`src/rtl/supply_seq_pkg.sv`:
```
package supply_seq_pkg;
  typedef enum logic [2:0] {
    ST_RESET = 3'd0,
    ST_LOAD  = 3'd1,
    ST_DELAY = 3'd2,
    ST_RUN   = 3'd3,
    ST_UV    = 3'd4
  } seq_state_e;
endpackage

```
`src/rtl/supply_seq_sync.sv`:
```
module supply_seq_sync #(
  parameter int WIDTH  = 2,
  parameter int STAGES = 2
) (
  input  logic             clk_i,
  input  logic             rst_ni,
  input  logic [WIDTH-1:0] d_i,
  output logic [WIDTH-1:0] q_o
);
  logic [WIDTH-1:0] stg_q [STAGES];

  always_ff @(posedge clk_i or negedge rst_ni) begin
    if (!rst_ni) stg_q[0] <= '0;
    else         stg_q[0] <= d_i;
  end

  for (genvar s = 1; s < STAGES; s++) begin : g_stage
    always_ff @(posedge clk_i or negedge rst_ni) begin
      if (!rst_ni) stg_q[s] <= '0;
      else         stg_q[s] <= stg_q[s-1];
    end

    p_stage_follow_r2: assert property (@(posedge clk_i) disable iff (!rst_ni)
      rst_ni |=> (stg_q[s] == $past(stg_q[s-1])));
  end

  assign q_o = stg_q[STAGES-1];
endmodule

```
`src/rtl/supply_seq_timer.sv`:
```
module supply_seq_timer #(
  parameter int W = 8
) (
  input  logic         clk_i,
  input  logic         rst_ni,
  input  logic         load_i,
  input  logic [W-1:0] val_i,
  output logic         zero_o
);
  logic [W-1:0] cnt_q;

  always_ff @(posedge clk_i or negedge rst_ni) begin
    if (!rst_ni)              cnt_q <= '0;
    else if (load_i)          cnt_q <= val_i;
    else if (cnt_q != '0)     cnt_q <= cnt_q - 1'b1;
  end

  assign zero_o = (cnt_q == '0);

  // once loaded, the count only moves down by one.
  p_count_down_r10: assert property (@(posedge clk_i) disable iff (!rst_ni)
    (!load_i && cnt_q != '0) |=> (cnt_q == $past(cnt_q) - 1'b1));

  p_count_hold_zero_r4: assert property (@(posedge clk_i) disable iff (!rst_ni)
    (!load_i && cnt_q == '0) |=> (cnt_q == '0));
endmodule

```
`src/rtl/supply_seq_fsm.sv`:
```
module supply_seq_fsm
  import supply_seq_pkg::*;
(
  input  logic clk_i,
  input  logic rst_ni,
  input  logic por_s_i,
  input  logic uv_s_i,
  input  logic load_done_i,
  input  logic tmr_zero_i,
  output logic tmr_load_o,
  output logic core_rst_o,
  output logic load_start_o,
  output logic out_en_o,
  output logic run_en_o
);
  seq_state_e state_q, state_d;

  always_comb begin
    state_d    = state_q;
    tmr_load_o = 1'b0;
    if (!por_s_i) begin
      state_d = ST_RESET;
    end else begin
      unique case (state_q)
        ST_RESET: state_d = ST_LOAD;
        ST_LOAD: if (load_done_i) begin
          state_d    = ST_DELAY;
          tmr_load_o = 1'b1;
        end
        ST_DELAY: if (tmr_zero_i) state_d = uv_s_i ? ST_RUN : ST_UV;
        ST_RUN:   if (!uv_s_i)    state_d = ST_UV;
        ST_UV:    if (uv_s_i)     state_d = ST_RUN;
        default:  state_d = ST_RESET;
      endcase
    end
  end

  always_ff @(posedge clk_i or negedge rst_ni) begin
    if (!rst_ni) state_q <= ST_RESET;
    else         state_q <= state_d;
  end

  always_comb begin
    core_rst_o   = (state_q == ST_RESET);
    load_start_o = (state_q == ST_LOAD);
    out_en_o     = (state_q == ST_RUN);
    run_en_o     = (state_q == ST_RUN) || (state_q == ST_UV);
  end

  p_por_abort_r7: assert property (@(posedge clk_i) disable iff (!rst_ni)
    !por_s_i |=> (state_q == ST_RESET));

  p_uv_blocks_out_r5: assert property (@(posedge clk_i) disable iff (!rst_ni)
    !uv_s_i |=> !out_en_o);

  p_uv_recover_r6: assert property (@(posedge clk_i) disable iff (!rst_ni)
    (state_q == ST_UV && por_s_i && uv_s_i) |=> (state_q == ST_RUN));

  p_load_hold_r3: assert property (@(posedge clk_i) disable iff (!rst_ni)
    (state_q == ST_LOAD && por_s_i && !load_done_i) |=> (state_q == ST_LOAD));

  p_delay_hold_r4: assert property (@(posedge clk_i) disable iff (!rst_ni)
    (state_q == ST_DELAY && por_s_i && !tmr_zero_i) |=> (state_q == ST_DELAY));

  p_delay_uv_r8: assert property (@(posedge clk_i) disable iff (!rst_ni)
    (state_q == ST_DELAY && por_s_i && tmr_zero_i && !uv_s_i) |=> (state_q == ST_UV));
endmodule

```
`src/rtl/supply_seq.sv`:
```
module supply_seq #(
  parameter int DLY_W       = 8,
  parameter int SYNC_STAGES = 2
) (
  input  logic             clk_i,
  input  logic             rst_ni,
  input  logic             por_ok_i,
  input  logic             uv_ok_i,
  input  logic             load_done_i,
  input  logic [DLY_W-1:0] startup_cycles_i,
  output logic             core_rst_o,
  output logic             load_start_o,
  output logic             out_en_o,
  output logic             run_en_o
);
  localparam int NCMP = 2;

  logic [NCMP-1:0] cmp_s;
  logic            tmr_load, tmr_zero;

  supply_seq_sync #(.WIDTH(NCMP), .STAGES(SYNC_STAGES)) u_sync (
    .clk_i (clk_i),
    .rst_ni(rst_ni),
    .d_i   ({uv_ok_i, por_ok_i}),
    .q_o   (cmp_s)
  );

  supply_seq_timer #(.W(DLY_W)) u_timer (
    .clk_i (clk_i),
    .rst_ni(rst_ni),
    .load_i(tmr_load),
    .val_i (startup_cycles_i),
    .zero_o(tmr_zero)
  );

  supply_seq_fsm u_fsm (
    .clk_i       (clk_i),
    .rst_ni      (rst_ni),
    .por_s_i     (cmp_s[0]),
    .uv_s_i      (cmp_s[1]),
    .load_done_i (load_done_i),
    .tmr_zero_i  (tmr_zero),
    .tmr_load_o  (tmr_load),
    .core_rst_o  (core_rst_o),
    .load_start_o(load_start_o),
    .out_en_o    (out_en_o),
    .run_en_o    (run_en_o)
  );
endmodule

```
`config.mk`:
```
export PLATFORM = sky130hd
export DESIGN_NAME = supply_seq
export DESIGN_NICKNAME = d
export VERILOG_FILES = /design/src/rtl/supply_seq_pkg.sv /design/src/rtl/supply_seq_sync.sv /design/src/rtl/supply_seq_timer.sv /design/src/rtl/supply_seq_fsm.sv /design/src/rtl/supply_seq.sv
export SDC_FILE = /design/constraint.sdc
export NUM_CORES = 1
export LEC_CHECK = 0
export BUFFER_PORTS_ARGS = -buffer_cell sky130_fd_sc_hd__buf_2
export CAP_MARGIN = 20
export CELL_PAD_IN_SITES_DETAIL_PLACEMENT = 0
export CELL_PAD_IN_SITES_GLOBAL_PLACEMENT = 2
export CORE_MARGIN = 5
export CORE_UTILIZATION = 31
export CTS_CLUSTER_DIAMETER = 120
export DETAILED_ROUTE_END_ITERATION = 10
export GPL_TIMING_DRIVEN = 0
export PLACE_DENSITY = 0.79
export SETUP_SLACK_MARGIN = 0.3
export SLEW_MARGIN = 5
export SYNTH_ARGS = -nofsm -noshare
export SYNTH_HDL_FRONTEND = slang
export SYNTH_SLANG_ARGS = --single-unit
export TNS_END_PERCENT = 5
```
`constraint.sdc`:
```
create_clock -name clk_i -period 2.2 [get_ports clk_i]
set_input_delay 0.33 -clock clk_i [delete_from_list [all_inputs] [get_ports clk_i]]
set_output_delay 0.33 -clock clk_i [all_outputs]
set_load 0.03 [all_outputs]
```
; Yosys cells after proc, flatten, opt, wreduce, memory -nomap -nowiden
; Index checks and enable logic that the tools add are counted.
[word_totals]
in_bits = 13
elab_cells = 31
regBits = 15
[op_classes]
n_addsub = 1
n_eq_ne = 8
muxes = 12
reduce_logical = 6
[op_table]
columns = cell, n
row1 = $mux 3, 6
row2 = $mux 8, 2
row3 = $pmux 3 s5, 1
row4 = $ne 3x3->1 const B, 4
row5 = $logic_not 8->1, 1
row6 = $reduce_bool 8->1, 1
row7 = $sub 8x1->8 const B, 1
row8 = $eq 3x2->1 const B, 2
row9 = $reduce_and 4->1, 1
row10 = $eq 3x1->1 const B, 1
row11 = $eq 3x3->1 const B, 1
row12 = $logic_not 3->1, 1
row13 = $mux 1, 3
row14 = $reduce_bool 2->1, 1
row15 = $logic_or 1x1->1, 1

; Depth between registers and ports, before layout
[logic_depth]
ltp_word = 4
mapped_depth = 6

; By module
; From an unflattened synthesis, not the netlist that was laid out.
[hier_totals]
hier_cells = 87
hier_area_um2 = 833.3
[by_module_without_submodules]
columns = module, seq_area_each_um2, cells_each, instances, area_each_um2
row1 = supply_seq_timer, 200.2, 54, 1, 476.7
row2 = supply_seq_fsm, 75.1, 27, 1, 241.5
row3 = supply_seq_sync, 100.1, 6, 1, 115.1

; Worst setup path after synthesis
; Ideal clock, no wire load.
[synth_path]
kind = register to output
startpoint = register u_fsm.state_q[2]
endpoint = output run_en_o
path_stages_with_launch = 4
arrival_time_ps = 1328
path_slack_ps = 542
path_buffers = 0
cell_sequence = dfrtp_1 > nor2b_1 > and2_1 > nand2b_1
[synth_via]
elab_chain_len = 2
word_cells_on_any_way = 3
cone_classes = eq/ne: 2 / reduce/logical: 1
[synth_lines]
columns = item, line
row1 = from (decl), supply_seq_fsm.sv:16  ; seq_state_e state_q, state_d;
row2 = from (signal assigned), supply_seq_fsm.sv:40  ; else state_q <= state_d;
row3 = $eq 3x2->1, --
row4 = net out_en_o, supply_seq.sv:13  ; output logic out_en_o,
row5 = $logic_or 1x1->1, supply_seq_fsm.sv:47  ; run_en_o = (state_q == ST_RUN) || (state_q == ST_UV);
row6 = to (decl), supply_seq.sv:14  ; output logic run_en_o
; The timed path passes the listed nets, and every way through them passes these cells.

; Worst setup path after layout
[layout_path]
startpoint = register u_timer.cnt_q[0]
endpoint = register u_timer.cnt_q[1]
[layout_via]
elab_chain_len = 3
word_cells_on_any_way = 5
cone_classes = add/sub: 1 / mux: 2 / reduce/logical: 2
[layout_lines]
columns = item, line
row1 = from (decl), supply_seq_timer.sv:10  ; logic [W-1:0] cnt_q;
row2 = from (signal assigned), supply_seq_timer.sv:14  ; else if (load_i) cnt_q <= val_i;
row3 = from (signal assigned), supply_seq_timer.sv:15  ; else if (cnt_q != '0) cnt_q <= cnt_q - 1'b1;
row4 = $sub 8x1->8, supply_seq_timer.sv:15
row5 = $mux 8, supply_seq_timer.sv:15
row6 = $mux 8, supply_seq_timer.sv:14
; Parallel ways exist; a longest one is shown, timed or not. The select of a mux whose other input is x is not followed.
; A chain may end at the register's enable or synchronous reset.

==> impl_results.html <==
<table>
<tr><th>Metric</th><th>Value</th></tr>
<tr><th colspan="2">Clock tree</th></tr>
<tr><td>Clock slew at the register clock pins of the worst setup and hold paths</td><td>0.09 ns</td></tr>
<tr><td>Post-CTS Setup Inserts</td><td>0</td></tr>
<tr><td>CTS tree</td><td>yes</td></tr>
<tr><td>Clock sinks</td><td>15</td></tr>
<tr><td>Number of buffers created by CTS</td><td>3</td></tr>
<tr><td>H-Tree Depth</td><td>1</td></tr>
<tr><td>Deepest clock path buffer count</td><td>2</td></tr>
<tr><td>CTS root buf</td><td>clkbuf_4</td></tr>
<tr><td>Source-to-sink clock delay at the later pin of the worst-skew pair</td><td>0.29 ns</td></tr>
<tr><th colspan="2">Timing</th></tr>
<tr><td>Crit path time final</td><td>about 1.8 ns</td></tr>
<tr><td>RSZ-0062 raised after global routing</td><td>true</td></tr>
<tr><td>Worst-case headroom to the max-slew limit</td><td>0.760</td></tr>
<tr><td>Maximum clock skew at final layout</td><td>0.000354 ns</td></tr>
<tr><td>Number of endpoints failing setup at the final stage</td><td>0</td></tr>
<tr><td>Endpoints failing hold</td><td>0</td></tr>
<tr><td>Maximum frequency from static timing analysis</td><td>545 MHz</td></tr>
<tr><td>Minimum hold slack</td><td>0.142 ns</td></tr>
<tr><td>Number of max-slew violations in the final report</td><td>0</td></tr>
<tr><td>Worst-Margin Slew</td><td>0.359 ns</td></tr>
<tr><td>Final worst-path cycle share</td><td>0.835</td></tr>
<tr><td>PnR worst setup slack</td><td>0.364 ns</td></tr>
<tr><td>Sum Neg Setup Slack</td><td>0 ns</td></tr>
<tr><th colspan="2">Global routing</th></tr>
<tr><td>Vias in the first global route</td><td>577</td></tr>
<tr><td>Pin count of the biggest net entering global routing</td><td>16</td></tr>
<tr><td>Number of antenna violations at the first check in global routing</td><td>0</td></tr>
<tr><td>Overall track demand over capacity in global routing</td><td>0.0965</td></tr>
<tr><td>Global route total overflow</td><td>0</td></tr>
<tr><td>First-pass GRT wire length</td><td>2.62 mm</td></tr>
<tr><th colspan="2">Synthesis</th></tr>
<tr><td>Post-synth EDFFs</td><td>0</td></tr>
<tr><td>Gate Count Post-Synth</td><td>81</td></tr>
<tr><td>Count leader, synth</td><td>dfrtp_1</td></tr>
<tr><td>Share of the yosys chip area belonging to registers</td><td>0.465</td></tr>
<tr><td>Synth top cells by count</td><td>dfrtp_1, nor2_1, a21oi_1</td></tr>
<tr><td>Netlist area before placement</td><td>807 sq um</td></tr>
<tr><td>Number of nets in the synthesized netlist</td><td>96</td></tr>
<tr><td>Mean post-synth cell area</td><td>~10 sq um</td></tr>
<tr><td>Fraction of synthesized cell area taken by the top area cell type</td><td>0.465</td></tr>
<tr><td>Most area-hungry cell type in the Yosys netlist</td><td>dfrtp_1</td></tr>
<tr><td>Register bit count reported by yosys</td><td>15</td></tr>
<tr><td>Share of flip-flops with an asynchronous set or reset</td><td>1.00</td></tr>
<tr><td>Synth Warn #</td><td>0</td></tr>
<tr><td>Most frequently used flop master after synthesis</td><td>dfrtp_1</td></tr>
<tr><td>Top cells by area, synth</td><td>dfrtp_1, a21oi_1, nor2_1</td></tr>
<tr><td>Count of distinct cell types in the synthesized netlist</td><td>33</td></tr>
<tr><th colspan="2">Job</th></tr>
<tr><td>Maximum Capacitance Violations</td><td>0</td></tr>
<tr><th colspan="2">Placed design</th></tr>
<tr><td>Half-perimeter wire length of the detailed placement result</td><td>between 1 and 1.5 mm</td></tr>
<tr><td>Worst Setup Slack post-DPL</td><td>0.398 ns</td></tr>
<tr><td>DP Area</td><td>925 sq um</td></tr>
<tr><td>RD Place Congestion</td><td>0.789</td></tr>
<tr><td>Port-buffer cells</td><td>16</td></tr>
<tr><th colspan="2">Route</th></tr>
<tr><td>Number of DRC violations after detailed routing</td><td>0</td></tr>
<tr><td>DRT Pass-1 Iters</td><td>4</td></tr>
<tr><td>Overall via count from detail_route</td><td>roughly 650</td></tr>
<tr><td>Number of DRC violations after detailed-routing iteration 0</td><td>20</td></tr>
<tr><td>Detail-routed via count per cell</td><td>between 4 and 5</td></tr>
<tr><td>Post-DR wirelength/cell</td><td>12.2 um</td></tr>
<tr><td>Total wirelength of the detailed-routed design</td><td>1.61 mm</td></tr>
<tr><td>Number of nets with antenna violations after detailed routing</td><td>0</td></tr>
<tr><th colspan="2">Status</th></tr>
<tr><td>Outcome</td><td>completed</td></tr>
<tr><th colspan="2">Floorplan</th></tr>
<tr><td>Horizontal die dimension</td><td>~61 um</td></tr>
<tr><td>Count of standard-cell rows</td><td>18</td></tr>
<tr><td>DIE HEIGHT</td><td>61.0 um</td></tr>
<tr><td>Die footprint</td><td>between 3000 and 4000 sq um</td></tr>
<tr><td>I/O pin count</td><td>17</td></tr>
<tr><td>Starting Density</td><td>0.326</td></tr>
<tr><td>Standard cell core area</td><td>2480 sq um</td></tr>
<tr><th colspan="2">Pwr</th></tr>
<tr><td>Switching share of power</td><td>0.387</td></tr>
<tr><td>Power spent charging and discharging nets</td><td>387 uW</td></tr>
<tr><td>Power Internal</td><td>between 600 and 700 uW</td></tr>
<tr><td>Reported leakage power</td><td>0.447 nW</td></tr>
<tr><td>Share of power burned in combinational logic</td><td>0.369</td></tr>
<tr><td>Portion of total power attributed to the clock network</td><td>0.163</td></tr>
<tr><td>Pwr/cell area</td><td>~1000 nW/um^2</td></tr>
<tr><td>Tot Pwr</td><td>1000 uW</td></tr>
<tr><td>Sequential power share</td><td>0.468</td></tr>
<tr><td>Maximum resistive drop on vdd</td><td>0.000499 V</td></tr>
<tr><th colspan="2">Layout</th></tr>
<tr><td>Final design instance area without fill</td><td>about 960 sq um</td></tr>
<tr><td>Area Growth Syn to Fin</td><td>19.5%</td></tr>
<tr><td>Layout cell share with drive strength beyond 1</td><td>0.314</td></tr>
<tr><td>Final net count</td><td>118</td></tr>
<tr><td>Antenna Cells</td><td>0</td></tr>
<tr><th colspan="2">Worst setup path</th></tr>
<tr><td>Max incr delay on CP</td><td>0.42 ns</td></tr>
<tr><td>Top delay family on crit path</td><td>simple AND/OR/NAND/NOR gates</td></tr>
<tr><td>Series of cell instances along the critical path</td><td>inv_2, ha_1, nor3b_1, nand2_1, mux2i_1, mux2_1</td></tr>
<tr><td>Maximum fanout along the worst path</td><td>4</td></tr>
<tr><td>Startpoint kind of the worst setup timing path</td><td>register</td></tr>
<tr><td>Class of the most critical setup path</td><td>register to register</td></tr>
<tr><td>Endpoint arrival time on the critical path</td><td>2.01 ns</td></tr>
<tr><td>Total buffers and inverters traversed by the critical path</td><td>1</td></tr>
<tr><td>Endpoint class of the critical path</td><td>register</td></tr>
<tr><td>Highest-delay cell along the critical path</td><td>dfrtp_1</td></tr>
<tr><td>Required time of the worst setup path</td><td>2.38 ns</td></tr>
<tr><th colspan="2">Hold path</th></tr>
<tr><td>Worst min-delay path category</td><td>primary input to register</td></tr>
</table>
-- cell usage in the layout, fill, tap and decap left out, drive strengths merged --
cell type and count:
a211o 1, a211oi 1, a21oi 7, a31o 1, a31oi 4, and2 2
buf 17, clkbuf 3, clkinv 1, dfrtp 15, dlygate4sd3 1, ha 2
inv 6, mux2 1, mux2i 2, nand2 5, nand2b 2, nand3 4
nand3b 1, nor2 10, nor2b 1, nor3 2, nor3b 2, nor4 1
o21a 1, o21ai 4, o31ai 1, or4 1, xnor2 2, xor2 1
-- final cells by class --
cell class | count | area [sq um]
well taps | 30 | 37.5
clock buffers | 3 | 22.5
inverters | 6 | 22.5
repair buffers | 17 | 90.1
fillers | 270 | 1510
plain buffers | 1 | 5.00
flip-flops and latches | 15 | 375
multi-input cells | 59 | 407
clock inverters | 1 | 5.00
-- through the flow --
stage | util | std cells
after floorplan | - | 81
after global placement | 0.373 | 127
after detailed placement | 0.373 | 127
after CTS | 0.388 | 132
after global routing | 0.389 | 132
final | 0.389 | 132
-- cells by family after synthesis --
group | count (synthesis) | synth area share
buffers and inverters | 7 | 0.0341
AND/OR/NAND/NOR | 31 | 0.242
adder cells (fa/ha/maj) | 2 | 0.0310
XOR/XNOR | 3 | 0.0326
AO/OA/AOI/OAI | 20 | 0.157
multiplexers | 3 | 0.0388
flip-flops | 15 | 0.465
-- state kept, by name, indices dropped and copies added, names as in the netlist --
name           cells
u_fsm.state_q      3
u_timer.cnt_q      8
u_sync.stg_q       2
u_sync.q_o         2
-- worst reg2reg max path, cell delays in order (launching register included) --
cell     delay, ns
dfrtp_1       0.42
inv_2         0.11
ha_1          0.19
nor3b_1       0.34
nand2_1       0.22
mux2i_1       0.16
mux2_1        0.29
-- power groups by stage --
stage	clock, mW	combinational [mW]	sequential, mW
after floorplan	0	0.307	0.451
after global placement	0	0.363	0.472
after detailed placement	0	0.369	0.474
after CTS	0.173	0.372	0.468
after global routing	0.183	0.419	0.481
final	0.163	0.369	0.468
-- final timing paths --
path / startpoint / to / slack [ns] / depth (start not counted)
worst max-delay path: u_timer.cnt_q[0] / u_timer.cnt_q[1] / 0.36 / 6
worst min-delay path: uv_ok_i / u_sync.stg_q[3] / 0.14 / 1
worst max register to register: u_timer.cnt_q[0] / u_timer.cnt_q[1] / 0.36 / 6
worst min register to register: u_sync.stg_q[3] / u_sync.q_o[1] / 0.36 / 0
max in group asynchronous: rst_ni / u_fsm.state_q[0] / 1.47 / 2
min in group asynchronous: rst_ni / u_timer.cnt_q[7] / 0.48 / 2
-- timing repair --
action	in CTS	in global routing
gates resized for setup	0	1
hold buffers	1	0
endpoints found under the hold margin	15	0
endpoints found under the setup margin	0	2
-- routing by layer --
layer	vias to the layer above	GRT usage	routed length, um
met5	-	0	0
met4	0	0.0526	36
met3	6	0.0335	148
met2	22	0.139	711
met1	291	0.126	716
li1	326	-	-
Note: power is estimated with default switching activity, not from simulation.
